<file path="src/rtl/snan_pkg.sv">
package snan_pkg;
  localparam int EXP_W_DEF  = 8;
  localparam int FRAC_W_DEF = 23;

  typedef enum logic [1:0] {
    K_NUM  = 2'd0,
    K_QNAN = 2'd1,
    K_SNAN = 2'd2
  } nan_kind_e;
endpackage

</file>
<file path="src/rtl/nan_classify.sv">
module nan_classify
  import snan_pkg::*;
#(
  parameter int EXP_W  = EXP_W_DEF,
  parameter int FRAC_W = FRAC_W_DEF,
  localparam int WORD_W = 1 + EXP_W + FRAC_W
) (
  input  logic [WORD_W-1:0] word,
  input  logic              mode_2008,
  output nan_kind_e         kind
);
  logic [EXP_W-1:0]  expo;
  logic [FRAC_W-1:0] frac;
  logic              nan_w;

  assign expo  = word[FRAC_W +: EXP_W];
  assign frac  = word[FRAC_W-1:0];
  assign nan_w = (&expo) && (|frac);

  always_comb begin
    if (!nan_w)                           kind = K_NUM;
    else if (frac[FRAC_W-1] ^ mode_2008)  kind = K_SNAN;
    else                                  kind = K_QNAN;
  end
endmodule

</file>
<file path="src/rtl/nan_select.sv">
module nan_select
  import snan_pkg::*;
#(
  parameter int EXP_W  = EXP_W_DEF,
  parameter int FRAC_W = FRAC_W_DEF,
  localparam int WORD_W = 1 + EXP_W + FRAC_W
) (
  input  logic [WORD_W-1:0] word_a,
  input  logic [WORD_W-1:0] word_b,
  input  nan_kind_e         kind_a,
  input  nan_kind_e         kind_b,
  input  logic              two_op,
  output logic [WORD_W-1:0] sel_word,
  output nan_kind_e         sel_kind
);
  logic a_nan, b_nan, a_wins;

  assign a_nan  = (kind_a != K_NUM);
  assign b_nan  = two_op && (kind_b != K_NUM);
  // strict compare: equal fractions go to the second operand
  assign a_wins = word_a[FRAC_W-1:0] > word_b[FRAC_W-1:0];

  always_comb begin
    sel_word = word_a;
    sel_kind = kind_a;
    if (b_nan && (!a_nan || !a_wins)) begin
      sel_word = word_b;
      sel_kind = kind_b;
    end
  end
endmodule

</file>
<file path="src/rtl/nan_quieter.sv">
module nan_quieter
  import snan_pkg::*;
#(
  parameter int EXP_W  = EXP_W_DEF,
  parameter int FRAC_W = FRAC_W_DEF,
  localparam int WORD_W = 1 + EXP_W + FRAC_W,
  localparam int QB     = FRAC_W - 1,
  localparam int FB     = FRAC_W - 2
) (
  input  logic [WORD_W-1:0] word_in,
  input  nan_kind_e         kind,
  input  logic              mode_2008,
  output logic [WORD_W-1:0] word_out
);
  logic [WORD_W-1:0] cleared;

  always_comb begin
    cleared     = word_in;
    cleared[QB] = 1'b0;
    word_out    = word_in;
    if (kind == K_SNAN) begin
      if (mode_2008) begin
        word_out[QB] = 1'b1;
      end else begin
        word_out = cleared;
        if (cleared[FRAC_W-1:0] == '0) word_out[FB] = 1'b1;
      end
    end
  end
endmodule

</file>
<file path="src/rtl/snan_quiet_unit.sv">
module snan_quiet_unit
  import snan_pkg::*;
#(
  parameter int EXP_W  = EXP_W_DEF,
  parameter int FRAC_W = FRAC_W_DEF,
  localparam int WORD_W = 1 + EXP_W + FRAC_W,
  localparam int N_OPS  = 2
) (
  input  logic              clk,
  input  logic              rst,
  input  logic              in_valid,
  input  logic              two_op,
  input  logic              nan_2008,
  input  logic [WORD_W-1:0] op_a,
  input  logic [WORD_W-1:0] op_b,
  input  logic              clr_invalid,
  output logic              out_valid,
  output logic [WORD_W-1:0] result,
  output logic              res_nan,
  output logic              op_invalid,
  output logic              invalid_sticky
);
  logic [WORD_W-1:0] ops  [N_OPS];
  nan_kind_e         kinds[N_OPS];
  logic [WORD_W-1:0] sel_word, quiet_word;
  nan_kind_e         sel_kind;
  logic              raise;

  assign ops[0] = op_a;
  assign ops[1] = op_b;

  for (genvar i = 0; i < N_OPS; i++) begin : g_cls
    nan_classify #(.EXP_W(EXP_W), .FRAC_W(FRAC_W)) u_cls (
      .word      (ops[i]),
      .mode_2008 (nan_2008),
      .kind      (kinds[i])
    );
  end

  nan_select #(.EXP_W(EXP_W), .FRAC_W(FRAC_W)) u_sel (
    .word_a   (op_a),
    .word_b   (op_b),
    .kind_a   (kinds[0]),
    .kind_b   (kinds[1]),
    .two_op   (two_op),
    .sel_word (sel_word),
    .sel_kind (sel_kind)
  );

  nan_quieter #(.EXP_W(EXP_W), .FRAC_W(FRAC_W)) u_qt (
    .word_in   (sel_word),
    .kind      (sel_kind),
    .mode_2008 (nan_2008),
    .word_out  (quiet_word)
  );

  assign raise = (kinds[0] == K_SNAN) || (two_op && (kinds[1] == K_SNAN));

  always_ff @(posedge clk) begin
    if (rst) begin
      out_valid      <= 1'b0;
      result         <= '0;
      res_nan        <= 1'b0;
      op_invalid     <= 1'b0;
      invalid_sticky <= 1'b0;
    end else begin
      out_valid      <= in_valid;
      op_invalid     <= in_valid && raise;
      invalid_sticky <= (invalid_sticky && !clr_invalid) || (in_valid && raise);
      if (in_valid) begin
        result  <= quiet_word;
        res_nan <= (sel_kind != K_NUM);
      end
    end
  end
endmodule

</file>
<file path="config.mk">
export PLATFORM = sky130hd
export DESIGN_NAME = snan_quiet_unit
export DESIGN_NICKNAME = d
export VERILOG_FILES = /design/src/rtl/snan_pkg.sv /design/src/rtl/nan_classify.sv /design/src/rtl/nan_select.sv /design/src/rtl/nan_quieter.sv /design/src/rtl/snan_quiet_unit.sv
export SDC_FILE = /design/constraint.sdc
export NUM_CORES = 1
export LEC_CHECK = 0
export CAP_MARGIN = 20
export CORE_MARGIN = 2
export CORE_UTILIZATION = 45
export DETAILED_ROUTE_END_ITERATION = 6
export DONT_BUFFER_PORTS = 1
export PLACE_DENSITY_LB_ADDON = 0.12
export SYNTH_ARGS = -nofsm -noshare
export SYNTH_HDL_FRONTEND = slang
export SYNTH_SLANG_ARGS = --single-unit
export TNS_END_PERCENT = 100
</file>
<file path="constraint.sdc">
create_clock -name clk -period 3.83 [get_ports clk]
set_input_delay 0.9575 -clock clk [delete_from_list [all_inputs] [get_ports clk]]
set_output_delay 0.9575 -clock clk [all_outputs]
set_load 0.05 [all_outputs]
</file>
==> out/qor.yml, run 1 <==
core_mm2: 0.00504
ys_seq_area_share_pct: 31.0
max_freq_mhz: 370
top_level_ports: 106
final_tns_setup_ps: 0
drt-total-wl_um: 5620
tightest_slew_ps: 532
drv.max_cap_violation_count: 0
critical_path.reg2reg.startpoint: "result[21]"
post-route-cell-area_mm2: 0.00246
post_synth_inst_count: 271
row_count: 26
fin_worst_hold_slack_ps: 721
die_area_mm2: 0.00577
routedWlPerCell_um: 16.6
vias_in_the_first_global_route: 1850
hold_viol_final: 0
groute.usage.overall_pct: 19.7
synth.cell_area_mm2: 0.00233
route.met3.wl_um: 531
clk_latency_ps: 290
finalWorstPathRequiredPeriod_ps: 2700
path_common_cell: "a21o_1"
final_common_cell: "nor2_1"
timing.critical_path.arrival_ps: 2900
gpl.final_weighted_congestion: 0.807
synth_fp_nets: 364
routed-wl-met2_um: 2480
cp_max_fo: 10
die_h_um: 75.9
highest_layer: "met4"
fin_skew_ps: 0
syn2layout_area_growth_pct: 5.53
timing.final.max_slew_violations: 0
layout-drive-gt1-share_pct: 6.34
grt_start_max_net_pins: 69
place.port_buffers: 0
cts_root_buffer: "clkbuf_8"
power_density_mw_per_mm2: 382
stdcell_count: 338
layout.nets: 360
crit_required_ps: 4030
leakage_nw: 0.995
viasPerCell: 5.58
tritoncts_clock_tree: "built"
max_slew_margin_pct: 64.5
max-clock-path-buffers: 2
routed-via-count: 1886
die_w_um: 75.9
post-cts-setup-buffers: 0
grt_setup_unrepaired: "no"
initialDrtViolationCount: 68
worstPathCellList: "inv_1, ha_1, a21o_1, a21o_1, a222oi_1, nand3_2, a21oi_4, buf_4, mux2i_1, a211oi_1"
cts_hold_buf: 0
clock_tree.htree_level_count: 2
timing.critical_path.slowest_stage_cell: "a222oi_1"
place.detailed.hpwl_um: 4420
drcViolationCount: 0
drt.antenna.violating_nets: 0
result_of_the_run: "complete, no violations"
yosysWarnings: 0
cts_resized: 0
cts_sinks: 36
start_kind: "primary input"
peak_per_stage_delay_on_the_critical_path_ps: 390
num_antenna_cells: 0
wirelength_met1_um: 2540
drt-pass1-iter-count: 4
hold_class: "reg -> reg"
criticalPathCategory: "in -> reg"
cts.clk_slew.worst_paths_ps: 80
synthesized_flop_and_latch_total: 36
syn_area_per_cell_um2: 8.59
post_dp_cell_area_mm2: 0.00235
final-setup-viol-count: 0
end_kind: "flop"
antenna_found_initial: 0
initial_core_util_pct: 46.2
placed_cells: 330
post-route-period-util_pct: 70.6
number_of_buffers_added_by_the_clock_tree_synthesis_step: 5
ir_drop_mv: 0.238
worstSetupStartpoint: "op_b[20]"
synth.distinct_cells: 34
wire_length_of_the_first_global_routing_pass_um: 9180
grt_overflow: 0
worst_hold_startpoint: "result[31]"
layout_common_cells: "nor2_1 (47), dfxtp_1 (36), a211oi_1 (31), inv_1 (24), mux2i_1 (24)"
-- cell type report --
type / count / area (um^2)
Inverter: 24 / 90.1
Clock buffer: 5 / 68.8
Tap cell: 70 / 87.6
Multi-Input combinational cell: 197 / 1430
Fill cell: 521 / 2580
Sequential cell: 36 / 721
Timing Repair Buffer: 3 / 22.5
Clock inverter: 3 / 42.5
-- worst max-delay path, delay by kind of cell --
kind / cells / cell delay, ps
muxes: 1 / 110
adders and majority gates: 1 / 280
buffers and inverters: 2 / 250
AOI/OAI and AO/OA: 5 / 1150
and+or+nand+nor: 1 / 140
-- per-stage QoR --
stage / power, mW / setup WS [ps] / util (%)
finish: 0.938 / 1130 / 48.7
global route: 0.984 / 942 / 48.7
CTS: 0.950 / 1110 / 48.7
detailed placement: 0.613 / 798 / 46.5
global placement: 0.610 / 835 / 46.5
floorplan: 0.605 / 918 / -
-- cells by family after synthesis --
kind of cell / synth area share, %
simple gates: 19.2
fa+ha+maj: 12.4
mux: 10.3
buf+inv: 7.85
flops: 31.0
compound gates: 19.3
-- Yosys cell counts --
cell	count	area (um^2)
nor2_1	47	176
dfxtp_1	36	721
a211oi_1	31	233
inv_1	24	90.1
mux2i_1	24	240
ha_1	23	288
clkbuf_1	11	41.3
a21oi_1	10	50.1
nand4_1	10	62.6
nor4_1	9	56.3
nand2_1	8	30.0
nor3_1	5	25.0
o21ai_0	5	25.0
a21o_1	3	22.5
and3_1	3	18.8
nor2b_1	3	18.8
buf_12	2	40.0
a211o_1	1	8.76
a21bo_2	1	10.0
a21boi_0	1	7.51
a21oi_4	1	16.3
a221o_1	1	10.0
a222oi_1	1	10.0
a311oi_1	1	8.76
a31oi_2	1	12.5
and2_1	1	6.26
and4_1	1	8.76
buf_6	1	11.3
nand3_1	1	5.00
nand3_2	1	10.0
nand3b_1	1	7.51
nor4_4	1	21.3
o221ai_1	1	8.76
o41ai_4	1	27.5
-- sequential cells by signal, indices dropped and copies added, names as in the netlist --
register	count
result	32
op_invalid	1
invalid_sticky	1
out_valid	1
res_nan	1
-- path summary, 6_finish.rpt --
path                            cells past startpoint         end  slack [ps]
worst max-delay path                               10   result[6]        1130
worst min-delay path                                2  result[31]         720
worst max register to register                      5  result[21]        2370
worst min register to register                      2  result[31]         720
-- where the power goes --
| part | total (mW) | internal (mW) | switching [mW] | leakage [nW] |
|---|---|---|---|---|
| clock | 0.336 | 0.193 | 0.144 | 0.0541 |
| combinational | 0.0998 | 0.0509 | 0.0489 | 0.641 |
| sequential | 0.502 | 0.399 | 0.103 | 0.299 |
-- routing by layer --
layer,vias up,global-route usage (%)
met5,-,0
met4,0,6.18
met1,834,25.1
met3,6,9.05
met2,65,29.9
li1,981,-
Power figures use the tool's default switching activity.
==> run 2, diff against run 1 <==
==> constraint.sdc (replaced) <==
create_clock -name clk -period 2.28 [get_ports clk]
set_input_delay 0.57 -clock clk [delete_from_list [all_inputs] [get_ports clk]]
set_output_delay 0.57 -clock clk [all_outputs]
set_load 0.05 [all_outputs]
==> out/qor.yml, run 2 (synthesized netlist as in run 1, its figures left out) <==
r2r_cells: 5
finalWorstPathRequiredPeriod_ps: 2300
hold_viol_final: 0
die_w_um: 75.9
grt_setup_unrepaired: "yes"
largest_register_ff_count: 32
antenna_found_initial: 0
cp_max_fo: 8
layout_setup_ws_ps: -16.8
drt.antenna.violating_nets: 0
grt_overflow: 0
end_kind: "flop"
die_area_mm2: 0.00577
initial_core_util_pct: 46.2
viasPerCell: 5.54
vias_in_the_first_global_route: 1972
min_delay_path_depth: 1
num_antenna_cells: 0
groute.usage.overall_pct: 20.2
result_of_the_run: "finished, violations left"
clk_latency_ps: 290
layout_common_cells: "nor2_1 (46), dfxtp_1 (36), a211oi_1 (29), mux2i_1 (21), inv_1 (20)"
cts.clk_slew.worst_paths_ps: 80
place.port_buffers: 0
timing.critical_path.slowest_stage_cell: "a222oi_1"
fin_skew_ps: 0
worst_path_dominant_cell_family: "compound AO/OA/AOI/OAI gates"
wire_length_of_the_first_global_routing_pass_um: 9440
routed-via-count: 1990
post-route-period-util_pct: 101
timing.critical_path.buf_inv: 3
final_common_cell: "nor2_1"
drv.max_cap_violation_count: 0
drt-total-wl_um: 5930
max_freq_mhz: 435
layout.nets: 381
syn2layout_area_growth_pct: 19.5
register_containing_the_most_flip_flops_in_the_final_layout: "result"
max_slew_margin_pct: 62.3
gpl.final_weighted_congestion: 0.757
criticalPathCategory: "in -> reg"
row_count: 26
power_density_mw_per_mm2: 577
clock_tree.htree_level_count: 2
final-setup-viol-count: 7
die_h_um: 75.9
top_level_ports: 106
core_mm2: 0.00504
crit_required_ps: 2460
ir_drop_mv: 0.301
cp.depth: 11
drt-pass1-iter-count: 4
place.detailed.hpwl_um: 4520
violations: "negative setup slack"
timing.final.max_slew_violations: 0
start_kind: "primary input"
number_of_buffers_added_by_the_clock_tree_synthesis_step: 5
layout-drive-gt1-share_pct: 18.3
final_tns_setup_ps: -55.1
routedWlPerCell_um: 16.5
max-clock-path-buffers: 2
cts_sinks: 36
cts_root_buffer: "clkbuf_8"
path_common_cell: "a21o_1"
totalPowerFinal_mw: 1.61
grt_start_max_net_pins: 69
initialDrtViolationCount: 80
tightest_slew_ps: 564
tritoncts_clock_tree: "built"
drcViolationCount: 0
hold_class: "in -> reg"
leakage_nw: 1.12
timing.critical_path.arrival_ps: 2480
peak_per_stage_delay_on_the_critical_path_ps: 360
worstPathCellList: "inv_12, ha_4, a21o_1, a21o_1, a222oi_1, nand3_2, a21oi_4, buf_4, buf_8, mux2i_1, a211oi_1"
==> run 2: metrics by stage <==
step	setup slack, ps	area [um^2]	util [%]	cells	hold WS, ps
after floorplan	-125	2390	-	271	700
after global placement	-260	2530	50.2	345	646
after detailed placement	-318	2530	50.2	345	647
after CTS	1.20	2650	52.5	353	334
after global routing	-106	2780	55.2	359	325
final	-16.8	2780	55.2	359	334
==> run 2: area by class of cell <==
type | instances | area, um^2
repair buffers | 24 | 229
inverters | 24 | 105
multi-input cells | 197 | 1530
flip-flops and latches | 36 | 721
clock buffers | 6 | 72.6
clock inverters | 2 | 35.0
well taps | 70 | 87.6
fillers | 489 | 2260
==> run 2: final timing paths <==
path	startpoint	end	slack (ps)
setup / recovery	op_b[20]	result[12]	-20
hold / removal	rst	result[28]	330
setup reg to reg	result[21]	result[21]	930
hold reg to reg	result[17]	result[17]	720
==> run 2: worst register-to-register path, stage by stage (launching register included) <==
cell,delay (ps)
dfxtp_1,300
buf_4,180
nor2_1,150
nor3_1,80
and3_1,190
a221o_1,340
==> run 2: routing by layer <==
layer / part of all wire [%] / up-vias / wire length (um) / global-route usage, %
met3: 10 / 6 / 603 / 7.14
li1: - / 1021 / - / -
met5: 0 / - / 0 / 0
met4: 0.91 / 0 / 54 / 6.00
met1: 43 / 887 / 2580 / 26.1
met2: 45 / 76 / 2700 / 32.1
==> run 2: what timing repair did <==
| action | 4_1_cts | 5_1_grt |
|---|---|---|
| gates cloned | 0 | 1 |
| gates resized for setup | 1 | 18 |
| buffers inserted | 0 | 5 |
| endpoints found under the hold margin | 0 | 0 |
| setup endpoints to repair | 1 | 31 |
| hold buffers | 0 | 0 |
| pin swaps | 1 | 10 |
==> run 2: power by group <==
part	total (mW)	internal [mW]	switching, mW
logic	0.206	0.110	0.0959
registers	0.839	0.671	0.168
clock network	0.561	0.325	0.236
total	1.61	1.11	0.500
